==> config.mk <==
export PLATFORM = sky130hd
export DESIGN_NAME = sr_meas_seq
export DESIGN_NICKNAME = d
export VERILOG_FILES = /design/src/rtl/msq_pkg.sv /design/src/rtl/msq_gain_lag.sv /design/src/rtl/msq_axis.sv /design/src/rtl/msq_ctrl.sv /design/src/rtl/sr_meas_seq.sv
export SDC_FILE = /design/constraint.sdc
export NUM_CORES = 1
export LEC_CHECK = 0
export ABC_CLOCK_PERIOD_IN_PS = 5750
export BUFFER_PORTS_ARGS = -buffer_cell sky130_fd_sc_hd__buf_2
export CAP_MARGIN = 20
export CORE_MARGIN = 4
export CORE_UTILIZATION = 50
export CTS_CLUSTER_DIAMETER = 40
export DETAILED_ROUTE_END_ITERATION = 10
export PLACE_DENSITY = 0.67
export SLEW_MARGIN = 40
export SYNTH_ARGS = -nofsm -noshare
export SYNTH_HDL_FRONTEND = slang
export SYNTH_SLANG_ARGS = --single-unit
==> constraint.sdc <==
create_clock -name clk -period 5.75 [get_ports clk]
set_input_delay 0.2875 -clock clk [delete_from_list [all_inputs] [get_ports clk]]
set_output_delay 0.2875 -clock clk [all_outputs]
set_load 0.01 [all_outputs]
==> src/rtl/msq_pkg.sv <==
package msq_pkg;

    localparam int AXES        = 3;
    localparam int AVG_W       = 2;
    localparam int AVG_LOG_MAX = (1 << AVG_W) - 1;

    typedef enum logic [1:0] {
        AX_X = 2'd0,
        AX_Y = 2'd1,
        AX_Z = 2'd2
    } axis_e;

    typedef enum logic [1:0] {
        MF_NORMAL   = 2'd0,
        MF_BIAS_POS = 2'd1,
        MF_BIAS_NEG = 2'd2,
        MF_TEMP     = 2'd3
    } meas_e;

    typedef enum logic [1:0] {
        OP_CONT   = 2'd0,
        OP_SINGLE = 2'd1,
        OP_IDLE_A = 2'd2,
        OP_IDLE_B = 2'd3
    } op_e;

    typedef enum logic [2:0] {
        S_IDLE,
        S_SET,
        S_CONV1,
        S_FLIP,
        S_CONV2,
        S_WRITE,
        S_FIN
    } state_e;

    typedef struct packed {
        logic set_p;
        logic rst_p;
        logic bias_en;
        logic bias_neg;
    } strap_t;

    // conversion and write order within a phase: X, Z, Y
    function automatic axis_e slot_axis(input logic [1:0] slot);
        case (slot)
            2'd0:    return AX_X;
            2'd1:    return AX_Z;
            default: return AX_Y;
        endcase
    endfunction

    function automatic logic is_bias(input meas_e m);
        return (m == MF_BIAS_POS) || (m == MF_BIAS_NEG);
    endfunction

endpackage

==> src/rtl/msq_gain_lag.sv <==
module msq_gain_lag #(
    parameter int               GAIN_W   = 3,
    parameter logic [GAIN_W-1:0] GAIN_RST = 1
) (
    input  logic              clk,
    input  logic              rst,
    input  logic              launch_i,
    input  logic [GAIN_W-1:0] gain_req_i,
    output logic [GAIN_W-1:0] gain_use_o
);
    logic [GAIN_W-1:0] lag_q;
    logic [GAIN_W-1:0] use_q;

    // a cycle applies the gain captured at the previous launch
    always_ff @(posedge clk) begin
        if (rst) begin
            lag_q <= GAIN_RST;
            use_q <= GAIN_RST;
        end else if (launch_i) begin
            use_q <= lag_q;
            lag_q <= gain_req_i;
        end
    end

    assign gain_use_o = use_q;
endmodule

==> src/rtl/msq_axis.sv <==
module msq_axis import msq_pkg::*; #(
    parameter int ADC_W = 12,
    parameter int OUT_W = 16
) (
    input  logic                    clk,
    input  logic                    rst,
    input  logic                    clr_i,
    input  logic                    cap1_i,
    input  logic                    cap2_i,
    input  logic                    bias_mode_i,
    input  logic [AVG_W-1:0]        avg_i,
    input  logic signed [ADC_W-1:0] data_i,
    input  logic                    ovf_i,
    output logic signed [OUT_W-1:0] result_o
);
    localparam int DIFF_W = ADC_W + 1;
    localparam int ACC_W  = DIFF_W + AVG_LOG_MAX;
    localparam logic signed [DIFF_W-1:0] LIM_HI = DIFF_W'((2 ** (ADC_W - 1)) - 1);
    localparam logic signed [DIFF_W-1:0] LIM_LO = DIFF_W'(-(2 ** (ADC_W - 1)));
    localparam logic signed [OUT_W-1:0]  SENT   = OUT_W'(-(2 ** ADC_W));

    logic signed [DIFF_W-1:0] data_x;
    logic signed [DIFF_W-1:0] m1_q;
    logic signed [DIFF_W-1:0] d_raw;
    logic signed [DIFF_W-1:0] d_val;
    logic                     oob;
    logic signed [ACC_W-1:0]  acc_q;
    logic signed [ACC_W-1:0]  avg_res;
    logic                     err_q;

    assign data_x = DIFF_W'(data_i);

    always_comb begin
        d_raw = bias_mode_i ? (data_x - m1_q) : (m1_q - data_x);
        d_val = bias_mode_i ? d_raw : (d_raw >>> 1);
        oob   = bias_mode_i && ((d_raw > LIM_HI) || (d_raw < LIM_LO));
    end

    always_ff @(posedge clk) begin
        if (rst || clr_i) begin
            m1_q  <= '0;
            acc_q <= '0;
            err_q <= 1'b0;
        end else begin
            if (cap1_i) begin
                m1_q <= data_x;
                if (ovf_i) err_q <= 1'b1;
            end
            if (cap2_i) begin
                acc_q <= acc_q + ACC_W'(d_val);
                if (ovf_i || oob) err_q <= 1'b1;
            end
        end
    end

    assign avg_res  = acc_q >>> avg_i;
    assign result_o = err_q ? SENT : OUT_W'(avg_res);
endmodule

==> src/rtl/msq_ctrl.sv <==
module msq_ctrl import msq_pkg::*; (
    input  logic             clk,
    input  logic             rst,
    input  logic             start_i,
    input  logic             tick_i,
    input  logic [1:0]       op_i,
    input  logic [1:0]       meas_i,
    input  logic [AVG_W-1:0] avg_i,
    input  logic             ack_i,
    output logic             launch_o,
    output strap_t           strap_o,
    output logic             conv_req_o,
    output axis_e            conv_axis_o,
    output logic             cap1_o,
    output logic             cap2_o,
    output logic             bias_mode_o,
    output logic [AVG_W-1:0] avg_o,
    output logic             res_we_o,
    output axis_e            res_axis_o,
    output logic             busy_o,
    output logic             done_o,
    output logic             idle_wr_o
);
    localparam int SMP_W = AVG_LOG_MAX;

    state_e            state_q;
    logic [1:0]        slot_q;
    logic [SMP_W-1:0]  smp_q;
    logic [SMP_W-1:0]  smp_last;
    meas_e             meas_q;
    logic [AVG_W-1:0]  avg_q;
    logic              single_q;
    logic              launch;

    assign launch = (state_q == S_IDLE) &&
                    (((op_e'(op_i) == OP_SINGLE) && start_i) ||
                     ((op_e'(op_i) == OP_CONT) && tick_i));
    assign smp_last = (SMP_W'(1) << avg_q) - SMP_W'(1);

    always_ff @(posedge clk) begin
        if (rst) begin
            state_q  <= S_IDLE;
            slot_q   <= '0;
            smp_q    <= '0;
            meas_q   <= MF_NORMAL;
            avg_q    <= '0;
            single_q <= 1'b0;
        end else begin
            unique case (state_q)
                S_IDLE: if (launch) begin
                    meas_q   <= meas_e'(meas_i);
                    avg_q    <= avg_i;
                    single_q <= (op_e'(op_i) == OP_SINGLE);
                    smp_q    <= '0;
                    slot_q   <= '0;
                    state_q  <= (meas_e'(meas_i) == MF_TEMP) ? S_FIN : S_SET;
                end
                S_SET: begin
                    slot_q  <= '0;
                    state_q <= S_CONV1;
                end
                S_CONV1: if (ack_i) begin
                    if (slot_q == 2'd2) begin
                        slot_q  <= '0;
                        state_q <= S_FLIP;
                    end else begin
                        slot_q <= slot_q + 2'd1;
                    end
                end
                S_FLIP: state_q <= S_CONV2;
                S_CONV2: if (ack_i) begin
                    if (slot_q == 2'd2) begin
                        slot_q <= '0;
                        if (smp_q == smp_last) begin
                            state_q <= S_WRITE;
                        end else begin
                            smp_q   <= smp_q + SMP_W'(1);
                            state_q <= S_SET;
                        end
                    end else begin
                        slot_q <= slot_q + 2'd1;
                    end
                end
                S_WRITE: begin
                    if (slot_q == 2'd2) begin
                        slot_q  <= '0;
                        state_q <= S_FIN;
                    end else begin
                        slot_q <= slot_q + 2'd1;
                    end
                end
                S_FIN:   state_q <= S_IDLE;
                default: state_q <= S_IDLE;
            endcase
        end
    end

    always_comb begin
        bias_mode_o      = is_bias(meas_q);
        strap_o.set_p    = (state_q == S_SET);
        strap_o.rst_p    = (state_q == S_FLIP) && !bias_mode_o;
        strap_o.bias_en  = bias_mode_o && ((state_q == S_FLIP) || (state_q == S_CONV2));
        strap_o.bias_neg = strap_o.bias_en && (meas_q == MF_BIAS_NEG);
        conv_req_o       = (state_q == S_CONV1) || (state_q == S_CONV2);
        conv_axis_o      = slot_axis(slot_q);
        cap1_o           = (state_q == S_CONV1) && ack_i;
        cap2_o           = (state_q == S_CONV2) && ack_i;
        res_we_o         = (state_q == S_WRITE);
        res_axis_o       = slot_axis(slot_q);
        busy_o           = (state_q != S_IDLE);
        done_o           = (state_q == S_FIN);
        idle_wr_o        = (state_q == S_FIN) && single_q;
        avg_o            = avg_q;
        launch_o         = launch;
    end
endmodule

==> src/rtl/sr_meas_seq.sv <==
module sr_meas_seq import msq_pkg::*; #(
    parameter int                ADC_W    = 12,
    parameter int                OUT_W    = 16,
    parameter int                GAIN_W   = 3,
    parameter logic [GAIN_W-1:0] GAIN_RST = 1
) (
    input  logic              clk,
    input  logic              rst,
    input  logic              start_i,
    input  logic              rate_tick_i,
    input  logic [1:0]        op_mode_i,
    input  logic [1:0]        meas_cfg_i,
    input  logic [1:0]        avg_cfg_i,
    input  logic [GAIN_W-1:0] gain_cfg_i,
    output logic              set_pulse_o,
    output logic              reset_pulse_o,
    output logic              bias_en_o,
    output logic              bias_neg_o,
    output logic              conv_req_o,
    output logic [1:0]        conv_axis_o,
    output logic [GAIN_W-1:0] conv_gain_o,
    input  logic              conv_ack_i,
    input  logic [ADC_W-1:0]  conv_data_i,
    input  logic              conv_ovf_i,
    output logic              res_we_o,
    output logic [1:0]        res_axis_o,
    output logic [OUT_W-1:0]  res_data_o,
    output logic              busy_o,
    output logic              done_o,
    output logic              mode_idle_wr_o
);
    logic             launch;
    strap_t           strap;
    axis_e            c_axis;
    axis_e            w_axis;
    logic             cap1;
    logic             cap2;
    logic             bias_mode;
    logic [AVG_W-1:0] avg_q;
    logic signed [OUT_W-1:0] axis_res [AXES];

    msq_ctrl u_ctrl (
        .clk        (clk),
        .rst        (rst),
        .start_i    (start_i),
        .tick_i     (rate_tick_i),
        .op_i       (op_mode_i),
        .meas_i     (meas_cfg_i),
        .avg_i      (avg_cfg_i),
        .ack_i      (conv_ack_i),
        .launch_o   (launch),
        .strap_o    (strap),
        .conv_req_o (conv_req_o),
        .conv_axis_o(c_axis),
        .cap1_o     (cap1),
        .cap2_o     (cap2),
        .bias_mode_o(bias_mode),
        .avg_o      (avg_q),
        .res_we_o   (res_we_o),
        .res_axis_o (w_axis),
        .busy_o     (busy_o),
        .done_o     (done_o),
        .idle_wr_o  (mode_idle_wr_o)
    );

    msq_gain_lag #(.GAIN_W(GAIN_W), .GAIN_RST(GAIN_RST)) u_gain (
        .clk       (clk),
        .rst       (rst),
        .launch_i  (launch),
        .gain_req_i(gain_cfg_i),
        .gain_use_o(conv_gain_o)
    );

    for (genvar i = 0; i < AXES; i++) begin : g_axis
        msq_axis #(.ADC_W(ADC_W), .OUT_W(OUT_W)) u_axis (
            .clk        (clk),
            .rst        (rst),
            .clr_i      (launch),
            .cap1_i     (cap1 && (c_axis == axis_e'(i))),
            .cap2_i     (cap2 && (c_axis == axis_e'(i))),
            .bias_mode_i(bias_mode),
            .avg_i      (avg_q),
            .data_i     (conv_data_i),
            .ovf_i      (conv_ovf_i),
            .result_o   (axis_res[i])
        );
    end

    always_comb begin
        res_data_o = '0;
        for (int i = 0; i < AXES; i++) begin
            if (w_axis == axis_e'(i)) res_data_o = axis_res[i];
        end
    end

    assign set_pulse_o   = strap.set_p;
    assign reset_pulse_o = strap.rst_p;
    assign bias_en_o     = strap.bias_en;
    assign bias_neg_o    = strap.bias_neg;
    assign conv_axis_o   = c_axis;
    assign res_axis_o    = w_axis;
endmodule

==> flow_summary.json <==
{
  "synthAdderAreaFrac": 0.1499,
  "synth.most_common_cell": "nand2_1",
  "diodes": 0,
  "crit_fanout": 32,
  "clk_latency_ps": 370,
  "clk_path_buf_depth": 2,
  "post_drt_wl_per_cell_um": 18.16,
  "syn_inst": 1511,
  "ys_seq_area_frac": 0.1906,
  "synth-simple-area-share": 0.1898,
  "synthTopCellsByArea": "dfxtp_1 (19%), ha_1 (13%), a21oi_1 (8.5%)",
  "area_growth_pct": 5.485,
  "ant_nets": 0,
  "fillers": 2173,
  "cts_sinks": 106,
  "antenna_found_initial": 0,
  "root_buffer": "clkbuf_16",
  "synth-seq-cells": 106,
  "core_um2": 21890,
  "synth_warnings": 0,
  "end_kind": "flip-flop",
  "hold_buffers": 0,
  "dp_hpwl_um": 24570,
  "seq_area_um2": 2126,
  "tightest_slew_ps": 796.4,
  "cts_resized": 0,
  "die_h_um": 157.2,
  "place.gp.congestion": 0.9187,
  "grt_util_all_layers": 0.2550,
  "ir_worst_vdd_mv": 0.1275,
  "synth_largest_area_cell": "dfxtp_1",
  "synth_cell_types": 73,
  "synth-compound-area-share": 0.2748,
  "drt_iter0_markers": 984,
  "synth_top_family_by_area": "compound AO/OA/AOI/OAI gates",
  "dr.pass1.iters": 5,
  "synth-edff-count": 0,
  "cts_tree": "built",
  "synth-main-ff-cell": "dfxtp_1",
  "multi_input_area_um2": 8323,
  "post-route-drc-count": 0,
  "die_w_um": 157.2,
  "initial_core_util": 0.5085,
  "hold_violations": 0,
  "synth-async-reset-ratio": 0,
  "synth_top_cell_area_share": 0.1906,
  "drive_above_1_share": 0.08278,
  "syn_area_per_cell_um2": 7.367,
  "routed_wl_um": 32290,
  "place_ws_ps": 986.3,
  "power.density_nw_per_um2": 230.8,
  "ioPinCount": 59,
  "numCtsBuffers": 9,
  "post-cts-setup-buffer-count": 0,
  "cp.arrival_ps": 4830,
  "cts_htree_levels": 3,
  "yosys-top-cells-count": "nand2_1 (198), a21oi_1 (189), nor2_1 (130)",
  "status": "complete, no violations",
  "synthXorXnorAreaFrac": 0.06688,
  "finClkSkew_ps": 13.47,
  "slew_violations": 0,
  "syn-cell-area_um2": 11130,
  "fin_crit_sh": 0.7895,
  "path_class": "reg2reg",
  "rsz0062_at_grt": "false",
  "grt_overflow_total": 0,
  "stdcell_area_um2": 11740,
  "placed_cell_area_um2": 11450,
  "viasPerCell": 6.059,
  "slew_headroom": 0.4680,
  "grt_max_degree": 53,
  "dieArea_um2": 24720,
  "layout.nets": 1648,
  "p_leak_nw": 4.877,
  "startpoint_type": "flip-flop",
  "postLayoutSetupSlackWorst_ps": 1210,
  "tns_ps": 0,
  "syn_nets": 1666,
  "min_path_type": "in2reg",
  "fmax_ghz": 0.2203,
  "required_ps": 6040,
  "grt_pass1_wl_um": 50520,
  "grt_pass1_vias": 9518,
  "finalSetupViolCount": 0,
  "cap_violations": 0,
  "period_needed_ps": 4540,
  "rows": 54,
  "vias": 10773,
  "port_buffers": 58,
  "path_clk_slew_ps": 90,
  "synth_mux_area_frac": 0.06508
}
==> through the flow <==
stage,power (mW),util,hold WS [ps],std cells
floorplan,1.762,-,411.7,1511
CTS,2.701,0.5361,138.3,1778
global route,2.884,0.5364,161.3,1778
global placement,2.051,0.5229,439.1,1762
detailed placement,2.062,0.5230,445.8,1762
finish,2.710,0.5364,134.0,1778
==> layout make-up <==
class	instances	area share
clock buffers	10	0.01950
clock inverters	6	0.004795
inverters	76	0.02429
multi-input cells	1231	0.7088
flip-flops and latches	106	0.1810
well taps	280	0.02983
repair buffers	69	0.03175
==> report_power, final <==
group	switching (mW)	total (mW)	internal, mW
registers	0.0634	0.831	0.768
clock network	0.338	0.645	0.307
logic	0.769	1.23	0.464
==> kinds of logic (layout without fill, tap and decap cells) <==
group	Yosys count	count (layout)
AOI/OAI and AO/OA	482	482
xor gates and xnor gates	85	85
adders and majority gates	128	128
buffers and inverters	174	161
DFF	106	106
muxes	57	57
and+or+nand+nor	479	479
==> critical path: stages (launching register included) <==
cell and delay [ps]:
dfxtp_1 340, inv_1 50, ha_2 750, nand3b_1 230
o2111ai_1 200, a21boi_1 180, a221oi_1 490, xnor2_1 110
mux2_2 290, ha_1 370, a211oi_1 360, nand2_1 110
a211oi_2 230, o31ai_1 110, xor2_1 160, or3_1 330
a21oi_1 140
==> worst paths after layout <==
kind                        startpoint                         end  slack (ps)  depth (start not counted)
hold / removal           gain_cfg_i[0]             u_gain.lag_q[0]         130                          3
setup reg to reg      u_ctrl.meas_q[0]  g_axis[2].u_axis.acc_q[15]        1210                         16
hold reg to reg   u_gain.gain_use_o[1]        u_gain.gain_use_o[1]         450                          2
setup / recovery      u_ctrl.meas_q[0]  g_axis[2].u_axis.acc_q[15]        1210                         16
==> flip-flops by register name, indices dropped and copies added (netlist names) <==
name                 count
u_ctrl.single_q          1
g_axis.u_axis.m1_q      36
u_ctrl.smp_q             3
u_gain.lag_q             3
u_gain.gain_use_o        3
u_ctrl.meas_q            2
u_ctrl.state_q           3
u_ctrl.avg_o             2
u_ctrl.slot_q            2
g_axis.u_axis.acc_q     48
g_axis.u_axis.err_q      3
==> metal layers <==
layer / GRT usage / share of wire
met1: 0.3705 / 0.48
met2: 0.4026 / 0.44
met3: 0.03822 / 0.067
met4: 0.05326 / 0.015
met5: 0 / 0
==> layout by cell type (no fill, tap or decap), types with 10 or more instances in the layout <==
cell,instances
nand2_1,197
a21oi_1,189
nor2_1,130
ha_1,118
dfxtp_1,105
inv_1,75
o21ai_0,73
buf_2,58
xnor2_1,52
nand3_1,43
a21o_1,40
xor2_1,33
mux2i_1,33
a211oi_1,32
nor2b_1,21
nor3_1,21
o21bai_1,18
o211ai_1,15
and2_1,14
mux2_2,13
o21a_1,12
a31oi_1,11
mux4_2,11
buf_4,11
and3_1,10
o22ai_1,10
Note: power is estimated with default switching activity, not from simulation.
